File: src/rtl/fpmm_pkg.sv
package fpmm_pkg;
   typedef enum logic {
      ST_IDLE = 1'b0,
      ST_XFER = 1'b1
   } fpmm_state_t;

   localparam int unsigned EXT_DIR_BIT   = 13;
   localparam int unsigned EXT_ORDER_BIT = 12;
   localparam int unsigned EXT_DYN_BIT   = 11;
   localparam int unsigned EXT_DSEL_LSB  = 4;
   localparam int unsigned EXT_DSEL_W    = 3;
endpackage

File: src/rtl/fpmm_mask_sel.sv
module fpmm_mask_sel #(
   parameter int unsigned NUM_FP = 8,
   parameter int unsigned DREG_W = 32,
   parameter int unsigned EXT_W  = 16
) (
   input  logic [EXT_W-1:0]  ext_word_i,
   input  logic [DREG_W-1:0] dyn_val_i,
   output logic [NUM_FP-1:0] reg_mask_o
);
   import fpmm_pkg::*;

   logic [NUM_FP-1:0] raw;
   logic              rev;

   assign raw = ext_word_i[EXT_DYN_BIT] ? dyn_val_i[NUM_FP-1:0] : ext_word_i[NUM_FP-1:0];
   assign rev = ext_word_i[EXT_ORDER_BIT];

   for (genvar n = 0; n < NUM_FP; n++) begin : g_map
      assign reg_mask_o[n] = rev ? raw[NUM_FP-1-n] : raw[n];
   end
endmodule

File: src/rtl/fpmm_pick.sv
module fpmm_pick #(
   parameter int unsigned NUM_FP = 8,
   localparam int unsigned IDX_W = $clog2(NUM_FP)
) (
   input  logic [NUM_FP-1:0] pend_i,
   input  logic              descend_i,
   output logic [IDX_W-1:0]  idx_o
);
   logic [IDX_W-1:0] lo_idx;
   logic [IDX_W-1:0] hi_idx;

   always_comb begin
      lo_idx = '0;
      for (int i = NUM_FP - 1; i >= 0; i--) begin
         if (pend_i[i]) lo_idx = IDX_W'(i);
      end
   end

   always_comb begin
      hi_idx = '0;
      for (int i = 0; i < NUM_FP; i++) begin
         if (pend_i[i]) hi_idx = IDX_W'(i);
      end
   end

   assign idx_o = descend_i ? hi_idx : lo_idx;
endmodule

File: src/rtl/fpmm_seq.sv
module fpmm_seq #(
   parameter int unsigned NUM_FP = 8,
   parameter int unsigned FP_W   = 96,
   parameter int unsigned DREG_W = 32,
   parameter int unsigned EXT_W  = 16,
   parameter int unsigned CODE_W = 4,
   localparam int unsigned IDX_W = $clog2(NUM_FP)
) (
   input  logic              clk,
   input  logic              rst_n,
   input  logic              start_i,
   input  logic [EXT_W-1:0]  ext_word_i,
   input  logic              predec_i,
   output logic [2:0]        dyn_sel_o,
   input  logic [DREG_W-1:0] dyn_val_i,
   output logic              req_valid_o,
   output logic              req_store_o,
   output logic [IDX_W-1:0]  req_reg_o,
   output logic [FP_W-1:0]   req_wdata_o,
   input  logic              ack_done_i,
   input  logic              ack_fault_i,
   input  logic [CODE_W-1:0] ack_code_i,
   input  logic [FP_W-1:0]   ack_rdata_i,
   output logic [IDX_W-1:0]  rf_rd_idx_o,
   input  logic [FP_W-1:0]   rf_rdata_i,
   output logic              rf_we_o,
   output logic [IDX_W-1:0]  rf_widx_o,
   output logic [FP_W-1:0]   rf_wdata_o,
   output logic              busy_o,
   output logic              done_o,
   output logic              aborted_o,
   output logic [CODE_W-1:0] fault_code_o
);
   import fpmm_pkg::*;

   if (NUM_FP != 8) begin : g_chk_num
      $error("fpmm_seq: mask field is one byte, NUM_FP must be 8");
   end
   if (DREG_W < NUM_FP) begin : g_chk_dreg
      $error("fpmm_seq: DREG_W narrower than the mask");
   end
   if (EXT_W < 16) begin : g_chk_ext
      $error("fpmm_seq: extension word needs 16 bits");
   end
   if ((FP_W % 32) != 0) begin : g_chk_fp
      $error("fpmm_seq: FP_W must be whole 32-bit words");
   end

   fpmm_state_t       state_q;
   logic [NUM_FP-1:0] pend_q;
   logic [NUM_FP-1:0] new_mask;
   logic [NUM_FP-1:0] pend_after;
   logic [IDX_W-1:0]  cur_idx;
   logic              store_q;
   logic              desc_q;
   logic              done_q;
   logic              abort_q;
   logic [CODE_W-1:0] code_q;
   logic              in_xfer;
   logic              take_start;

   assign dyn_sel_o = ext_word_i[EXT_DSEL_LSB +: EXT_DSEL_W];

   fpmm_mask_sel #(.NUM_FP(NUM_FP), .DREG_W(DREG_W), .EXT_W(EXT_W)) mask_sel_i (
      .ext_word_i (ext_word_i),
      .dyn_val_i  (dyn_val_i),
      .reg_mask_o (new_mask)
   );

   fpmm_pick #(.NUM_FP(NUM_FP)) pick_i (
      .pend_i    (pend_q),
      .descend_i (desc_q),
      .idx_o     (cur_idx)
   );

   assign in_xfer    = (state_q == ST_XFER);
   assign take_start = (state_q == ST_IDLE) && start_i;
   assign pend_after = pend_q & ~(NUM_FP'(1) << cur_idx);

   always_ff @(posedge clk or negedge rst_n) begin
      if (!rst_n) begin
         state_q <= ST_IDLE;
         pend_q  <= '0;
         store_q <= 1'b0;
         desc_q  <= 1'b0;
         done_q  <= 1'b0;
         abort_q <= 1'b0;
         code_q  <= '0;
      end else begin
         done_q <= 1'b0;
         if (take_start) begin
            store_q <= ext_word_i[EXT_DIR_BIT];
            desc_q  <= predec_i;
            pend_q  <= new_mask;
            abort_q <= 1'b0;
            code_q  <= '0;
            if (new_mask == '0) done_q  <= 1'b1;
            else                state_q <= ST_XFER;
         end else if (in_xfer) begin
            if (ack_fault_i) begin
               abort_q <= 1'b1;
               code_q  <= ack_code_i;
               pend_q  <= '0;
               done_q  <= 1'b1;
               state_q <= ST_IDLE;
            end else if (ack_done_i) begin
               pend_q <= pend_after;
               if (pend_after == '0) begin
                  done_q  <= 1'b1;
                  state_q <= ST_IDLE;
               end
            end
         end
      end
   end

   assign req_valid_o  = in_xfer;
   assign req_store_o  = store_q;
   assign req_reg_o    = cur_idx;
   assign rf_rd_idx_o  = cur_idx;
   assign req_wdata_o  = rf_rdata_i;
   assign rf_we_o      = in_xfer && ack_done_i && !ack_fault_i && !store_q;
   assign rf_widx_o    = cur_idx;
   assign rf_wdata_o   = ack_rdata_i;
   assign busy_o       = in_xfer;
   assign done_o       = done_q;
   assign aborted_o    = abort_q;
   assign fault_code_o = code_q;

   assert_req_hold_R6: assert property (@(posedge clk) disable iff (!rst_n)
      (req_valid_o && !ack_done_i && !ack_fault_i) |=> (req_valid_o && $stable(req_reg_o)));

   assert_req_selected_R6: assert property (@(posedge clk) disable iff (!rst_n)
      req_valid_o |-> pend_q[req_reg_o]);

   assert_write_on_load_R1: assert property (@(posedge clk) disable iff (!rst_n)
      rf_we_o |-> !req_store_o);

   assert_fault_stop_R7: assert property (@(posedge clk) disable iff (!rst_n)
      (req_valid_o && ack_fault_i) |=> (!busy_o && aborted_o && done_o && !rf_we_o));

   assert_zero_mask_R8: assert property (@(posedge clk) disable iff (!rst_n)
      (!busy_o && start_i && new_mask == '0) |=> (done_o && !busy_o));

   assert_no_grow_R9: assert property (@(posedge clk) disable iff (!rst_n)
      busy_o |=> ((pend_q & ~$past(pend_q)) == '0));

   assert_done_idle_R10: assert property (@(posedge clk) disable iff (!rst_n)
      done_o |-> (!busy_o && !req_valid_o));
endmodule

File: config.mk
export PLATFORM = sky130hd
export DESIGN_NAME = fpmm_seq
export DESIGN_NICKNAME = d
export VERILOG_FILES = /design/src/rtl/fpmm_pkg.sv /design/src/rtl/fpmm_mask_sel.sv /design/src/rtl/fpmm_pick.sv /design/src/rtl/fpmm_seq.sv
export SDC_FILE = /design/constraint.sdc
export NUM_CORES = 1
export LEC_CHECK = 0
export ABC_CLOCK_PERIOD_IN_PS = 2700
export BUFFER_PORTS_ARGS = -buffer_cell sky130_fd_sc_hd__buf_4
export CORE_AREA = 2 2 180 182
export CTS_BUF_LIST = sky130_fd_sc_hd__clkbuf_4 sky130_fd_sc_hd__clkbuf_8 sky130_fd_sc_hd__clkbuf_16
export CTS_CLUSTER_DIAMETER = 30
export DETAILED_ROUTE_END_ITERATION = 16
export DIE_AREA = 0 0 182 184
export HOLD_SLACK_MARGIN = 0.12
export PLACE_DENSITY = 0.43
export SYNTH_ARGS = -nofsm -noshare
export SYNTH_HDL_FRONTEND = slang
export SYNTH_HIERARCHICAL = 1
export SYNTH_SLANG_ARGS = --single-unit
File: constraint.sdc
create_clock -name clk -period 2.7 [get_ports clk]
set_input_delay 0.405 -clock clk [delete_from_list [all_inputs] [get_ports clk]]
set_output_delay 0.405 -clock clk [all_outputs]
set_load 0.02 [all_outputs]
=== Word level (Yosys, flattened, before mapping) ===
Cells that the tools add are included.

* Bits in registers: 17
* Output and inout port bits: 214
* Logic and storage cells: 72

* Equality and inequality tests: 1
* Shift operators: 1
* Mux-type cells: 47
* Bitwise gates (word level): 3
* Reduce and logical (&&, ||, !) cells: 13

{| class="wikitable"
|+ Operator list
! kind !! count
|-
| 8-bit 2-to-1 mux || 5
|-
| 3-bit 2-to-1 mux || 13
|-
| 1-bit 2-to-1 mux || 24
|-
| 8-bit logical NOT || 2
|-
| 4-bit 2-to-1 mux || 3
|-
| 8-bit AND || 1
|-
| 8-bit NOT || 1
|-
| 1-bit by 3-bit << shifter with 8-bit output, first input constant || 1
|-
| 1-bit logical AND || 4
|-
| 2-bit 2-to-1 mux || 2
|-
| 2-bit AND reduction || 2
|-
| 2-bit nonzero test || 2
|-
| 3-bit nonzero test || 1
|-
| 1-bit logical NOT || 2
|-
| 2-bit inequality test, second input constant || 1
|-
| 1-bit NOT || 1
|}

=== Longest topological paths before layout ===
* Depth after elaboration: 18
* Gate-level depth with buffers: 8
* Gate-level depth less buffers: 7

=== Cells and area by module ===
Netlist, hierarchy kept.

{| class="wikitable"
|+ By module, submodules not included
! module !! instances !! cells an instance !! area an instance (sq um) !! sequential area each (sq um)
|-
| fpmm_seq || 1 || 290 || 2443.6 || 425.4
|-
| fpmm_mask_sel || 1 || 10 || 196.4 || 0.0
|-
| fpmm_pick || 1 || 22 || 123.9 || 0.0
|}

=== Worst setup path before layout ===
No wires, ideal clock.

* Kind: register -> register
* From: reg pend_q[4]
* To: reg state_q (netlist: busy_o)
* Data arrival time: 2.200 ns
* Required time: 2.577 ns
* Setup slack: 0.377 ns
* Stages on the path, launching flop included: 9
* Buffers on the path: 1
* Clock period less this slack: 2.323 ns
* Path through: dfrtp_1 nor2_1 o31a_2 a2bb2oi_1 buf_6 mux2_4 o22ai_2 nand4b_1 o221a_1

* Longest elaborated chain between the ends: 15
* Elaborated cells between the ends (all ways): 19
* Those cells by class: 1 x shift; 15 x mux; 2 x bitwise; 1 x reduce/logical

{| class="wikitable"
|+ RTL lines
! what !! line !! source
|-
| from (decl) || fpmm_seq.sv:50 || <nowiki>logic [NUM_FP-1:0] pend_q;</nowiki>
|-
| from (signal assigned) || fpmm_seq.sv:94 || <nowiki>pend_q <= new_mask;</nowiki>
|-
| from (signal assigned) || fpmm_seq.sv:107 || <nowiki>pend_q <= pend_after;</nowiki>
|-
| 3-bit 2-to-1 mux (5 in series) || fpmm_pick.sv:15 || <nowiki>if (pend_i[i]) lo_idx = IDX_W'(i);</nowiki>
|-
| 3-bit 2-to-1 mux * || fpmm_pick.sv:26 || <nowiki>assign idx_o = descend_i ? hi_idx : lo_idx;</nowiki>
|-
| net req_reg_o[1] || fpmm_seq.sv:18 || <nowiki>output logic [IDX_W-1:0] req_reg_o,</nowiki>
|-
| 1-bit by 3-bit << shifter with 8-bit output * || fpmm_seq.sv:78 || <nowiki>assign pend_after = pend_q & ~(NUM_FP'(1) << cur_idx);</nowiki>
|-
| 8-bit NOT * || fpmm_seq.sv:78 ||
|-
| 8-bit AND * || fpmm_seq.sv:78 ||
|-
| 8-bit logical NOT * || fpmm_seq.sv:108 || <nowiki>if (pend_after == '0) begin</nowiki>
|-
| 1-bit 2-to-1 mux * || fpmm_seq.sv:108 ||
|-
| 1-bit 2-to-1 mux * || fpmm_seq.sv:106 || <nowiki>end else if (ack_done_i) begin</nowiki>
|-
| 1-bit 2-to-1 mux * || fpmm_seq.sv:100 || <nowiki>if (ack_fault_i) begin</nowiki>
|-
| 1-bit 2-to-1 mux * || fpmm_seq.sv:99 || <nowiki>end else if (in_xfer) begin</nowiki>
|-
| 1-bit 2-to-1 mux * || fpmm_seq.sv:91 || <nowiki>if (take_start) begin</nowiki>
|-
| to (signal assigned) || fpmm_seq.sv:98 || <nowiki>else state_q <= ST_XFER;</nowiki>
|-
| to (signal assigned) || fpmm_seq.sv:105 || <nowiki>state_q <= ST_IDLE;</nowiki>
|-
| to (signal assigned) || fpmm_seq.sv:110 || <nowiki>state_q <= ST_IDLE;</nowiki>
|-
| to (decl) || fpmm_seq.sv:49 || <nowiki>fpmm_state_t state_q;</nowiki>
|}

The timed path passes the listed nets; every way through them passes the cells marked *.
A chain may end at the register's enable or synchronous reset.

=== Worst setup path after layout ===
* From: reg pend_q[0]
* To: reg state_q (netlist: busy_o)

* Longest elaborated chain between the ends: 11

{| class="wikitable"
|+ RTL lines
! what !! line
|-
| 3-bit 2-to-1 mux || fpmm_pick.sv:15
|-
| 3-bit 2-to-1 mux || fpmm_pick.sv:26
|-
| 1-bit by 3-bit << shifter with 8-bit output || fpmm_seq.sv:78
|-
| 8-bit NOT || fpmm_seq.sv:78
|-
| 8-bit AND * || fpmm_seq.sv:78
|-
| 8-bit logical NOT * || fpmm_seq.sv:108
|-
| 1-bit 2-to-1 mux * || fpmm_seq.sv:108
|-
| 1-bit 2-to-1 mux * || fpmm_seq.sv:106
|-
| 1-bit 2-to-1 mux * || fpmm_seq.sv:100
|-
| 1-bit 2-to-1 mux * || fpmm_seq.sv:99
|-
| 1-bit 2-to-1 mux * || fpmm_seq.sv:91
|}

Every way passes the cells marked *; elsewhere a longest branch is shown, timed or not.

==> flow_results.org <==
** Outcome
- Outcome :: finished, final reports clean

** Yosys
- For this run, asynchronously set or reset flops after synthesis account for 1.00.
- Counting distinct cell types in the post-synthesis netlist gives 36.
- Synthesized area :: 2760 um2
- In the synthesized netlist, the number of instances is 322.
- Each instance of the synthesized netlist takes up on average 8.58 um2.
- For this run, the leading register cell type out of synthesis is sky130_fd_sc_hd__dfrtp_1.
- Nets in the synthesized netlist :: 572
- Number of flip-flops and latches in the synthesized netlist :: 17
- The share of the Yosys chip area taken by registers is 0.154.
- In this run, synthesis inferred 0 flip-flops with an integrated enable.
- Yosys printed 6 warnings.

** Power and ir drop
- Dividing total power by cell area gives a power density of 1150 nW/um2.
- Total net switching power :: 1.19 mW
- Internal power consumption :: 1.33 mW
- Proportion of power drawn by flip-flops and latches :: 0.224
- Of the total power, combinational logic draws 0.654.
- Across the VDD grid, the largest voltage drop is 0.000267 V.
- Clock network fraction of design power :: 0.122
- For this design the static power due to leakage is 0.805 nW.
- Proportion of total power due to net switching :: 0.471

** Setup path
- Category of the worst setup path launch point :: flop
- In this run the critical register-to-register path is captured at busy_o$_DFFE_PN0P_.
- Required time worst endpoint :: 2.89 ns
- At the worst endpoint, the arrival time is 2.51 ns.
- In this run the critical register-to-register path is launched from pend_q[0]$_DFFE_PN0P_.
- Cell chain of the critical path :: nor2_1, a21oi_1, a21oi_1, inv_1, a31oi_1, a2bb2oi_1, o221a_1
- Kind of critical path :: flop to flop
- Depth of the most critical reg-to-reg path :: 7
- Highest-delay cell along the critical path :: sky130_fd_sc_hd__a21oi_1
- Setup slack on the worst reg-to-reg path comes out at 0.38 ns.
- In this design, the stage delay of the slowest critical-path cell is 0.57 ns.
- The worst setup path is captured at a flop.
- By instance count, the cell type seen most on the critical path is sky130_fd_sc_hd__a21oi_1.
- Largest fanout of any net on the critical path :: 7

** Timing
- For the pin with the worst max-slew slack, the measured transition is 0.721 ns.
- Setup skew after layout :: 0.00161 ns
- The number of max-slew violations in the final report is 0.
- Based on the critical path, the design can be clocked at up to 430 MHz.
- Part of the cycle the worst path needs :: 0.860
- The number of failing hold endpoints at the final stage came to 0.
- Unrepaired setup endpoints after global routing :: false
- The worst pin sits at a relative slew slack of 0.520.
- Once routing completed, OpenROAD measured the worst setup slack at 0.377 ns.
- Shortest clock period the worst path allows after layout :: 2.32 ns
- Setup violations remaining at the end of the flow were counted as 0.
- Adding up every negative setup slack in the final design gives 0 ns.

** Finish
- Final net count :: 422
- Fill cells :: 3,698
- Number of inserted diodes :: 0
- In the final layout, the share of cells above drive strength 1 is 0.462.
- The multi-input combinational cells in the finished layout cover a total of 761 um2.
- Summing all flip-flop and latch instances after layout gives 425 um2.
- The area growth from synthesis to layout is -20.5%.

** Global routing
- Summed over all layers, the global routing overflow is 0.
- Entering global routing, the biggest net connects 18 pins.
- Number of antenna violations at the first check in global routing :: 0
- The first global-routing pass estimated 12,200 um of wire.
- Global-route usage over all layers :: 0.0529
- Number of global-route vias before repair :: 1,455

** Clocking
- After clock tree synthesis, the clock-pin slew on the worst setup and hold paths is 0.05 ns.
- The tree is rooted in a sky130_fd_sc_hd__clkbuf_16.
- Maximum count of clock buffers along a single path :: 2
- Clock latency on the worst-skew pair, taken at its later pin, is 0.25 ns.
- # H-tree levels :: 1
- TritonCTS Buffers :: 3
- CTS sink count :: 17
- TritonCTS built the clock tree.
- The number of gates resized after CTS was 0.

** Detailed routing
- After detailed routing, the total wire length is 9440 um.
- Routed vias :: 1,468
- Once detail routing completed, the nets flagged for antenna violations numbered 0.
- The first TritonRoute pass finished after 4 iterations.
- In the routed design, unresolved DRC markers number 0.
- In the final routed layout, each cell accounts on average for 16.5 um.
- In this run, the number of DRC markers left after iteration 0 of detailed routing was 61.
- Vias per cell :: 2.56

** Flow run
- # Max-Cap Violations :: 0

** Placement
- Port buffering added 50 buffers.
- Summed over all nets, the half-perimeter wirelength after detailed placement is 8230 um.
- OpenSTA, run right after detailed placement, puts the worst setup slack at 0.391 ns.
- Global placer's final weighted congestion :: 0.718

** Die
- The initialized floorplan defines 65 standard-cell rows.
- Measured along the x axis, the die boundary spans 182 um.
- 464 I/O pins were placed.
- Height of the die :: 184 um
- The die covers 33,500 um2.
- The core region is 31,400 um2.
- Starting utilization of the core area :: 0.0880

** Hold path
- Min-Delay Startpoint :: start_i
- WHS Endpoint :: aborted_o$_DFFE_PN0P_
- Worst hold-check path type :: input port to flop
- Hold Path Cell Cnt :: 2
## power groups by stage
stage | logic, mW | clock network (mW) | registers [mW]
2_1_floorplan | 1.58 | 0 | 0.565
3_3_place_gp | 1.67 | 0 | 0.570
3_5_place_dp | 1.67 | 0 | 0.568
4_1_cts | 1.68 | 0.319 | 0.565
5_1_grt | 1.81 | 0.328 | 0.597
6_report | 1.65 | 0.308 | 0.564
## synth_stat cells (3+ instances only)
master                    instances  share of area
sky130_fd_sc_hd__o21ai_1          6          0.011
sky130_fd_sc_hd__nor4_1           3         0.0068
sky130_fd_sc_hd__o21ai_0          9          0.016
sky130_fd_sc_hd__dfrtp_1         17           0.15
sky130_fd_sc_hd__inv_1            3         0.0041
sky130_fd_sc_hd__mux2_2           6          0.024
sky130_fd_sc_hd__nor2_1          12          0.016
sky130_fd_sc_hd__buf_2            3         0.0054
sky130_fd_sc_hd__nor2b_1          4         0.0091
sky130_fd_sc_hd__mux4_2           8          0.065
sky130_fd_sc_hd__nand2_1          3         0.0041
sky130_fd_sc_hd__buf_4          202           0.55
sky130_fd_sc_hd__a22o_1          12          0.038
sky130_fd_sc_hd__nor3_1           4         0.0072
## critical path, delay by kind of cell (launching register included)
kind / cells / cell delay [ns]
buf+inv: 1 / 0.19
compound gates: 5 / 1.45
flops: 1 / 0.44
simple gates: 1 / 0.18
## per-layer routing
metal | GRT usage | share of wire
met5 | 0 | 0
met3 | 0.0442 | 0.20
met2 | 0.0837 | 0.46
met4 | 0.0381 | 0.072
met1 | 0.0439 | 0.27
## sequential cells by signal (all words and copies together), names as in the netlist
register	flops
aborted_o	1
done_o	1
desc_q	1
pend_q	8
busy_o	1
req_store_o	1
fault_code_o	4
## logic make-up (layout without fill, tap and decap cells)
group,Yosys count,count (layout),synth area share
compound gates,40,40,0.105
buf+inv,213,62,0.571
flops,17,17,0.154
mux,17,17,0.104
simple gates,35,35,0.0656
## how the worst max path moves through the flow
stage / slack (ns) / endpoint / startpoint
2_1_floorplan: 0.38 / busy_o$_DFFE_PN0P_ / pend_q[4]$_DFFE_PN0P_
3_3_place_gp: 0.39 / busy_o$_DFFE_PN0P_ / pend_q[0]$_DFFE_PN0P_
3_5_place_dp: 0.39 / busy_o$_DFFE_PN0P_ / pend_q[1]$_DFFE_PN0P_
4_1_cts: 0.35 / rf_widx_o[2] / pend_q[1]$_DFFE_PN0P_
5_1_grt: 0.16 / busy_o$_DFFE_PN0P_ / pend_q[0]$_DFFE_PN0P_
6_report: 0.38 / busy_o$_DFFE_PN0P_ / pend_q[0]$_DFFE_PN0P_
## cells in the final DEF, fill, tap and decap left out, types with 3 or more instances in the layout
master,synthesis,routed
sky130_fd_sc_hd__a22o_1,12,12
sky130_fd_sc_hd__buf_4,202,54
sky130_fd_sc_hd__clkbuf_16,0,3
sky130_fd_sc_hd__dfrtp_1,17,17
sky130_fd_sc_hd__inv_1,3,3
sky130_fd_sc_hd__mux2_2,6,6
sky130_fd_sc_hd__mux4_2,8,8
sky130_fd_sc_hd__nand2_1,3,3
sky130_fd_sc_hd__nor2_1,12,12
sky130_fd_sc_hd__nor2b_1,4,4
sky130_fd_sc_hd__nor3_1,4,4
sky130_fd_sc_hd__nor4_1,3,3
sky130_fd_sc_hd__o21ai_0,9,9
sky130_fd_sc_hd__o21ai_1,6,6
## per-stage QoR
| stage | total power [mW] | hold WS, ns | cells | utilization | cell area, um2 |
|---|---|---|---|---|---|
| floorplan | 2.14 | 0.109 | 322 | - | 2760 |
| global placement | 2.24 | 0.289 | 568 | 0.0671 | 2110 |
| detailed placement | 2.24 | 0.292 | 568 | 0.0671 | 2110 |
| CTS | 2.57 | 0.359 | 573 | 0.0700 | 2200 |
| global route | 2.73 | 0.379 | 573 | 0.0700 | 2200 |
| finish | 2.52 | 0.365 | 573 | 0.0700 | 2200 |
## cell type report
class / instances / area share
inverter: 3 / 0.00512
timing repair buffer: 55 / 0.189
sequential: 17 / 0.194
clock buffer: 4 / 0.0376
tap: 402 / 0.229
multi-input combinational: 92 / 0.346
## repair_timing
| action | CTS | global route |
|---|---|---|
| buffers inserted | 0 | 0 |
| hold endpoints to repair | 17 | 0 |
| hold buffers | 1 | 0 |
Note: power is estimated with default switching activity, not from simulation.
